**src/rtl/sdm_pkg.sv**
```systemverilog
// Shared types for the two-port sample demultiplexer.
// Assumes nothing beyond the IEEE 1800-2017 language.
package sdm_pkg;

    // Port slot a sample is routed to; A always holds the earlier sample of a pair.
    typedef enum logic {
        SLOT_A = 1'b0,
        SLOT_B = 1'b1
    } slot_e;

endpackage

```
**src/rtl/sdm_slot_tagger.sv**
```systemverilog
// Gives each incoming sample its port slot.
// Slots alternate A/B; a sync on the capture edge forces slot A.
// Assumes one sample per clock; after reset the first sample gets slot A.
module sdm_slot_tagger
    import sdm_pkg::*;
(
    input  logic  clk,
    input  logic  rst_n,
    input  logic  sync_in,
    output slot_e slot_o
);

    slot_e last_q;

    // Pick the slot of the sample presented on this edge.
    always_comb begin
        if (sync_in)
            slot_o = SLOT_A;
        else if (last_q == SLOT_A)
            slot_o = SLOT_B;
        else
            slot_o = SLOT_A;
    end

    // Remember the last slot given; reset makes the next one slot A.
    always_ff @(posedge clk) begin
        if (!rst_n)
            last_q <= SLOT_B;
        else
            last_q <= slot_o;
    end

endmodule

```
**src/rtl/sdm_delay_line.sv**
```systemverilog
// Fixed delay of DEPTH clocks for a tagged payload with a valid bit.
// This models the conversion delay ahead of the port split.
// Assumes DEPTH >= 1; reset empties every stage.
module sdm_delay_line #(
    parameter int PAY_W = 14,
    parameter int DEPTH = 14
) (
    input  logic             clk,
    input  logic             rst_n,
    input  logic             vld_i,
    input  logic [PAY_W-1:0] pay_i,
    output logic             vld_o,
    output logic [PAY_W-1:0] pay_o
);

    localparam int LAST = DEPTH - 1;

    logic [DEPTH-1:0] vld_q;
    logic [PAY_W-1:0] pay_q [DEPTH];

    for (genvar g = 0; g < DEPTH; g++) begin : g_stage
        if (g == 0) begin : g_head
            // First stage captures the newly tagged sample.
            always_ff @(posedge clk) begin
                if (!rst_n) begin
                    vld_q[0] <= 1'b0;
                    pay_q[0] <= '0;
                end else begin
                    vld_q[0] <= vld_i;
                    pay_q[0] <= pay_i;
                end
            end
        end else begin : g_body
            // Later stages shift the payload one step per clock.
            always_ff @(posedge clk) begin
                if (!rst_n) begin
                    vld_q[g] <= 1'b0;
                    pay_q[g] <= '0;
                end else begin
                    vld_q[g] <= vld_q[g-1];
                    pay_q[g] <= pay_q[g-1];
                end
            end
        end
    end

    assign vld_o = vld_q[LAST];
    assign pay_o = pay_q[LAST];

endmodule

```
**src/rtl/sdm_port_stage.sv**
```systemverilog
// Output side of the demultiplexer. It loads ports A/B and the data clock.
// It also holds the registered timing and format selects.
// Assumes slot B never follows slot B; config pins are loaded in reset and on slot-B edges.
module sdm_port_stage
    import sdm_pkg::*;
#(
    parameter int DATA_W = 12
) (
    input  logic              clk,
    input  logic              rst_n,
    input  logic              vld_i,
    input  slot_e             slot_i,
    input  logic [DATA_W-1:0] data_i,
    input  logic              ovr_i,
    input  logic              stagger_pin,
    input  logic              twos_pin,
    output logic [DATA_W-1:0] a_data_o,
    output logic              a_ovr_o,
    output logic [DATA_W-1:0] b_data_o,
    output logic              b_ovr_o,
    output logic              dclk_o,
    output logic              stagger_q_o
);

    localparam int MSB = DATA_W - 1;

    logic              stagger_q;
    logic              twos_q;
    logic [DATA_W-1:0] coded;
    logic [DATA_W-1:0] hold_q;
    logic              hold_ovr_q;
    logic              load_a;
    logic              load_b;

    // Apply the selected number format by inverting the top bit.
    always_comb begin
        coded = data_i;
        if (twos_q)
            coded[MSB] = ~data_i[MSB];
    end

    // Slot decode for this edge.
    always_comb begin
        load_a = vld_i && (slot_i == SLOT_A);
        load_b = vld_i && (slot_i == SLOT_B);
    end

    // Load the config in reset and again at each pair boundary (slot-B edge).
    always_ff @(posedge clk) begin
        if (!rst_n) begin
            stagger_q <= stagger_pin;
            twos_q    <= twos_pin;
        end else if (load_b) begin
            stagger_q <= stagger_pin;
            twos_q    <= twos_pin;
        end
    end

    // Data clock: high after a slot-B edge, low after a slot-A edge.
    always_ff @(posedge clk) begin
        if (!rst_n)
            dclk_o <= 1'b0;
        else if (vld_i)
            dclk_o <= load_b;
    end

    // Port A: direct in staggered timing, from the hold register in parallel timing.
    always_ff @(posedge clk) begin
        if (!rst_n) begin
            a_data_o <= '0;
            a_ovr_o  <= 1'b0;
        end else if (stagger_q && load_a) begin
            a_data_o <= coded;
            a_ovr_o  <= ovr_i;
        end else if (!stagger_q && load_b) begin
            a_data_o <= hold_q;
            a_ovr_o  <= hold_ovr_q;
        end
    end

    // Hold register keeps the earlier sample until its partner arrives (parallel timing).
    always_ff @(posedge clk) begin
        if (!rst_n) begin
            hold_q     <= '0;
            hold_ovr_q <= 1'b0;
        end else if (!stagger_q && load_a) begin
            hold_q     <= coded;
            hold_ovr_q <= ovr_i;
        end
    end

    // Port B loads on every slot-B edge, in both timings.
    always_ff @(posedge clk) begin
        if (!rst_n) begin
            b_data_o <= '0;
            b_ovr_o  <= 1'b0;
        end else if (load_b) begin
            b_data_o <= coded;
            b_ovr_o  <= ovr_i;
        end
    end

    assign stagger_q_o = stagger_q;

endmodule

```
**src/rtl/pair_demux.sv**
```systemverilog
// Two-port sample demultiplexer (top level).
// It tags each sample with a port slot and delays it by CORE_LAT clocks.
// It then splits the stream into half-rate ports A/B and a data clock.
// Assumes one sample per clock edge while out of reset.
module pair_demux
    import sdm_pkg::*;
#(
    parameter int DATA_W   = 12,
    parameter int CORE_LAT = 14
) (
    input  logic              clk,
    input  logic              rst_n,
    input  logic [DATA_W-1:0] smp_in,
    input  logic              ovr_in,
    input  logic              sync_in,
    input  logic              twos_sel,
    input  logic              stagger_sel,
    output logic [DATA_W-1:0] a_data,
    output logic              a_ovr,
    output logic [DATA_W-1:0] b_data,
    output logic              b_ovr,
    output logic              dclk
);

    localparam int PAY_W    = DATA_W + 2;
    localparam int SLOT_BIT = PAY_W - 1;
    localparam int OVR_BIT  = PAY_W - 2;

    slot_e             in_slot;
    logic [PAY_W-1:0]  in_pay;
    logic              dl_vld;
    logic [PAY_W-1:0]  dl_pay;
    slot_e             dl_slot;
    logic              stagger_q;

    sdm_slot_tagger u_tagger (
        .clk     (clk),
        .rst_n   (rst_n),
        .sync_in (sync_in),
        .slot_o  (in_slot)
    );

    // Bundle slot, overrange and sample so that they travel together.
    always_comb in_pay = {in_slot, ovr_in, smp_in};

    sdm_delay_line #(
        .PAY_W (PAY_W),
        .DEPTH (CORE_LAT)
    ) u_delay (
        .clk   (clk),
        .rst_n (rst_n),
        .vld_i (1'b1),
        .pay_i (in_pay),
        .vld_o (dl_vld),
        .pay_o (dl_pay)
    );

    // Recover the slot from the delayed payload.
    always_comb dl_slot = slot_e'(dl_pay[SLOT_BIT]);

    sdm_port_stage #(
        .DATA_W (DATA_W)
    ) u_ports (
        .clk         (clk),
        .rst_n       (rst_n),
        .vld_i       (dl_vld),
        .slot_i      (dl_slot),
        .data_i      (dl_pay[DATA_W-1:0]),
        .ovr_i       (dl_pay[OVR_BIT]),
        .stagger_pin (stagger_sel),
        .twos_pin    (twos_sel),
        .a_data_o    (a_data),
        .a_ovr_o     (a_ovr),
        .b_data_o    (b_data),
        .b_ovr_o     (b_ovr),
        .dclk_o      (dclk),
        .stagger_q_o (stagger_q)
    );

endmodule

```
**config.mk**
```make
export PLATFORM = sky130hd
export DESIGN_NAME = pair_demux
export DESIGN_NICKNAME = d
export VERILOG_FILES = /design/src/rtl/sdm_pkg.sv /design/src/rtl/sdm_slot_tagger.sv /design/src/rtl/sdm_delay_line.sv /design/src/rtl/sdm_port_stage.sv /design/src/rtl/pair_demux.sv
export SDC_FILE = /design/constraint.sdc
export NUM_CORES = 1
export LEC_CHECK = 0
export ABC_CLOCK_PERIOD_IN_PS = 1400
export BUFFER_PORTS_ARGS = -buffer_cell sky130_fd_sc_hd__buf_2
export CAP_MARGIN = 20
export CORE_AREA = 4 4 126 128
export CTS_CLUSTER_SIZE = 16
export DETAILED_ROUTE_END_ITERATION = 7
export DIE_AREA = 0 0 130 132
export HOLD_SLACK_MARGIN = 0.1
export PLACE_DENSITY = 0.69
export SLEW_MARGIN = 30
export SYNTH_ARGS = -nofsm -noshare
export SYNTH_HDL_FRONTEND = slang
export SYNTH_SLANG_ARGS = --single-unit
```
**constraint.sdc**
```tcl
create_clock -name clk -period 1.4 [get_ports clk]
set_input_delay 0.42 -clock clk [delete_from_list [all_inputs] [get_ports clk]]
set_output_delay 0.42 -clock clk [all_outputs]
set_load 0.01 [all_outputs]
```
==> results.sh <==
export IMPL_fin_worst_skew_ps=9.79
export IMPL_finalMaxSlewViolations=0
export IMPL_hold_viol=0
export IMPL_dieArea_um2=17200
export IMPL_period_share_pct=103
export IMPL_p_per_area_nw_per_um2=1600
export IMPL_cts_tree="yes"
export IMPL_die_width_um=130
export IMPL_clockRootBuffer="clkbuf_16"
export IMPL_die_y_um=132
export IMPL_rows=45
export IMPL_ys_ff_latch=253
export IMPL_cts_made_buffers=24
export IMPL_synth_cell_types=24
export IMPL_critPathArrivalTime_ps=1820
export IMPL_area_growth_pct=20.0
export IMPL_cts_max_level=1
export IMPL_drcViolationCount=0
export IMPL_first_pass_iters=4
export IMPL_worst_setup_path_end_kind="flip-flop"
export IMPL_io_pins=45
export IMPL_fin_crit_ps=1440
export IMPL_clk_path_buf_depth=3
export IMPL_placed_cells=848
export IMPL_avgRoutedWirePerCell_um=11.3
export IMPL_violations="setup timing"
export IMPL_viasPerCell=4.66
export IMPL_crit_required_ps=1790
export IMPL_num_antenna_cells=0
export IMPL_clk_pin_slew_ps=60
export IMPL_io_buffers=44
export IMPL_drtAntennaViolNets=0
export IMPL_leakage_nw=3.53
export IMPL_grt_setup_unrepaired="true"
export IMPL_grt_max_degree=87
export IMPL_num_vias=4171
export IMPL_irDropWorstVdd_mv=0.984
export IMPL_drive_above_1_share_pct=18.7
export IMPL_worstSetupPathType="reg2reg"
export IMPL_cp_start_kind="flip-flop"
export IMPL_status="finished with violations"
export IMPL_yosys_warnings=0
export IMPL_grt_pass1_wl_um=17300
export IMPL_grt_pass1_vias=3962
export IMPL_detailed_place_hpwl_um=5880
export IMPL_max_slew_worst_pin_slew_ps=304
export IMPL_maxSlewHeadroom_pct=79.6
export IMPL_core_area_um2=14900
export IMPL_grt_use_total_pct=11.9
export IMPL_fmax_ghz=0.697
export IMPL_grt_overflow=0
export IMPL_antenna_found_initial=0
export IMPL_power_mw=13.9
export IMPL_hold_class="in2reg"
export IMPL_routed_wl_um=10100
export IMPL_drt_iter0_drc=250
export IMPL_nets=710
export IMPL_final_setup_viol_count=1
export IMPL_gp_congestion=0.795
export IMPL_clock_sinks=253
export IMPL_syn_inst=644
export IMPL_drv_cap=0
export IMPL_setup_slack_ps=-35.1
export IMPL_avgSynthCellArea_um2=11.3
export IMPL_start_util_pct=48.9
export IMPL_syn_nets=662
export IMPL_seq_area_frac_synth_pct=70.0
export IMPL_clock_latency_ps=490
export IMPL_worstPathMaxFanout=6
export IMPL_layout_cells_non_filler=895
export IMPL_synth_area_um2=7260
-- final cells by class --
class                      instances  area, um2
inverter                           2       7.51
clock buffer                      35        723
sequential                       253       5120
tap                              188        235
fill                            1206       6150
timing repair buffer              60        482
clock inverter                     6       83.8
multi-input combinational        351       2070
-- placed cells by master (no fill, tap or decap) --
master and instances:
dfxtp_1 225, and2_1 208, nand2_1 76, a21oi_1 34, buf_2 32, dfxtp_2 26
clkbuf_16 25, buf_6 15, a311oi_1 9, buf_4 7, clkbuf_8 6, clkbuf_1 4
buf_12 4, a21oi_2 3, a311oi_2 3, clkinv_2 3, inv_1 2, nor2_1 2
a211oi_1 2, nand3b_1 2, bufinv_16 2, dlygate4sd3_1 2, edfxtp_1 2, and2_0 1
nor3b_4 1, or3b_4 1, nor3_1 1, xnor2_1 1, nand2b_1 1, xor2_4 1
and2_4 1, o31a_1 1, o22ai_1 1, and3b_2 1, o21ai_0 1, inv_6 1
-- through the flow --
step           area, um2  setup TNS (ps)  worst slack [ps]  utilization (%)  hold slack (ps)
6_report            8720           -35.1             -35.1             58.6              124
3_3_place_gp        7680               0              15.2             51.6              397
5_1_grt             8720            -344             -64.9             58.6              101
4_1_cts             8530           -18.8             -11.7             57.4              108
2_1_floorplan       7260               0              25.1                -              386
3_5_place_dp        7680           -1060              -108             51.6              407
-- synth_stat cells --
library cell  count  area, um2
or3b_2            1       8.76
nor3b_2           1       12.5
buf_2             8       40.0
a21oi_1          37        185
o21ai_0           1       5.00
inv_1             2       7.51
o31a_1            1       8.76
a311oi_1         12        105
dfxtp_1         251       5020
nand2b_1          1       6.26
edfxtp_1          2       60.1
and3b_1           1       8.76
nor2_1            2       7.51
buf_4             1       7.51
and2_0            1       6.26
xor2_2            1       16.3
and2_1          209       1310
nand2_1          76        285
nand3b_1          2       15.0
nor3_1            1       5.00
clkbuf_1         29        109
xnor2_1           1       8.76
a211oi_1          2       15.0
o22ai_1           1       6.26
-- what timing repair did --
| action | in CTS | in global routing |
|---|---|---|
| pin swaps | 2 | 11 |
| gates resized for setup | 13 | 41 |
| setup endpoints to repair | 22 | 44 |
| gates cloned | 0 | 1 |
| setup buffers | 1 | 2 |
| hold buffers | 2 | 0 |
| hold endpoints to repair | 2 | 0 |
-- logic make-up (layout without fill, tap and decap cells) --
group / count (synthesis) / after routing / share of synthesized area, %
AND/OR/NAND/NOR: 295 / 295 / 22.9
AO/OA/AOI/OAI: 54 / 54 / 4.48
buffers and inverters: 40 / 103 / 2.26
XOR/XNOR: 2 / 2 / 0.345
flip-flops: 253 / 253 / 70.0
-- routing by layer --
layer	track usage (%)	vias up	share of wire [%]
met5	0	-	0
met4	5.02	0	3.5
met3	2.88	31	6.6
met2	20.7	98	49
met1	13.7	1933	41
li1	-	2109	-
-- state kept, by name, indices dropped and copies added, names as in the netlist --
signal	count
u_ports.a_ovr_o	1
u_delay.pay_q	196
u_ports.dclk_o	1
u_delay.vld_q	13
u_ports.hold_q	12
u_delay.vld_o	1
u_tagger.last_q	1
u_ports.b_data_o	12
u_ports.hold_ovr_q	1
u_ports.b_ovr_o	1
u_ports.stagger_q_o	1
u_ports.twos_q	1
u_ports.a_data_o	12
-- report_power, final --
part / switching [mW] / total (mW) / internal (mW)
Combinational: 0.115 / 0.206 / 0.0903
Sequential: 0.0167 / 7.30 / 7.28
Clock: 2.48 / 6.42 / 3.93
Total: 2.61 / 13.9 / 11.3
-- worst max-delay path, cell delays in order (launching register included) --
cell and delay [ps]:
edfxtp_1 470, buf_6 170, xor2_4 190, buf_6 150, a21oi_1 80, a311oi_1 270
-- worst paths after layout --
kind / slack (ps) / from / to / depth (start not counted)
hold / removal: 120 / stagger_sel / u_ports.stagger_q_o / 1
setup / recovery: -40 / u_ports.stagger_q_o / u_ports.a_data_o[1] / 5
hold reg to reg: 410 / u_tagger.last_q / u_delay.pay_q[0][13] / 1
setup reg to reg: -40 / u_ports.stagger_q_o / u_ports.a_data_o[1] / 5
Power figures use the tool's default switching activity.
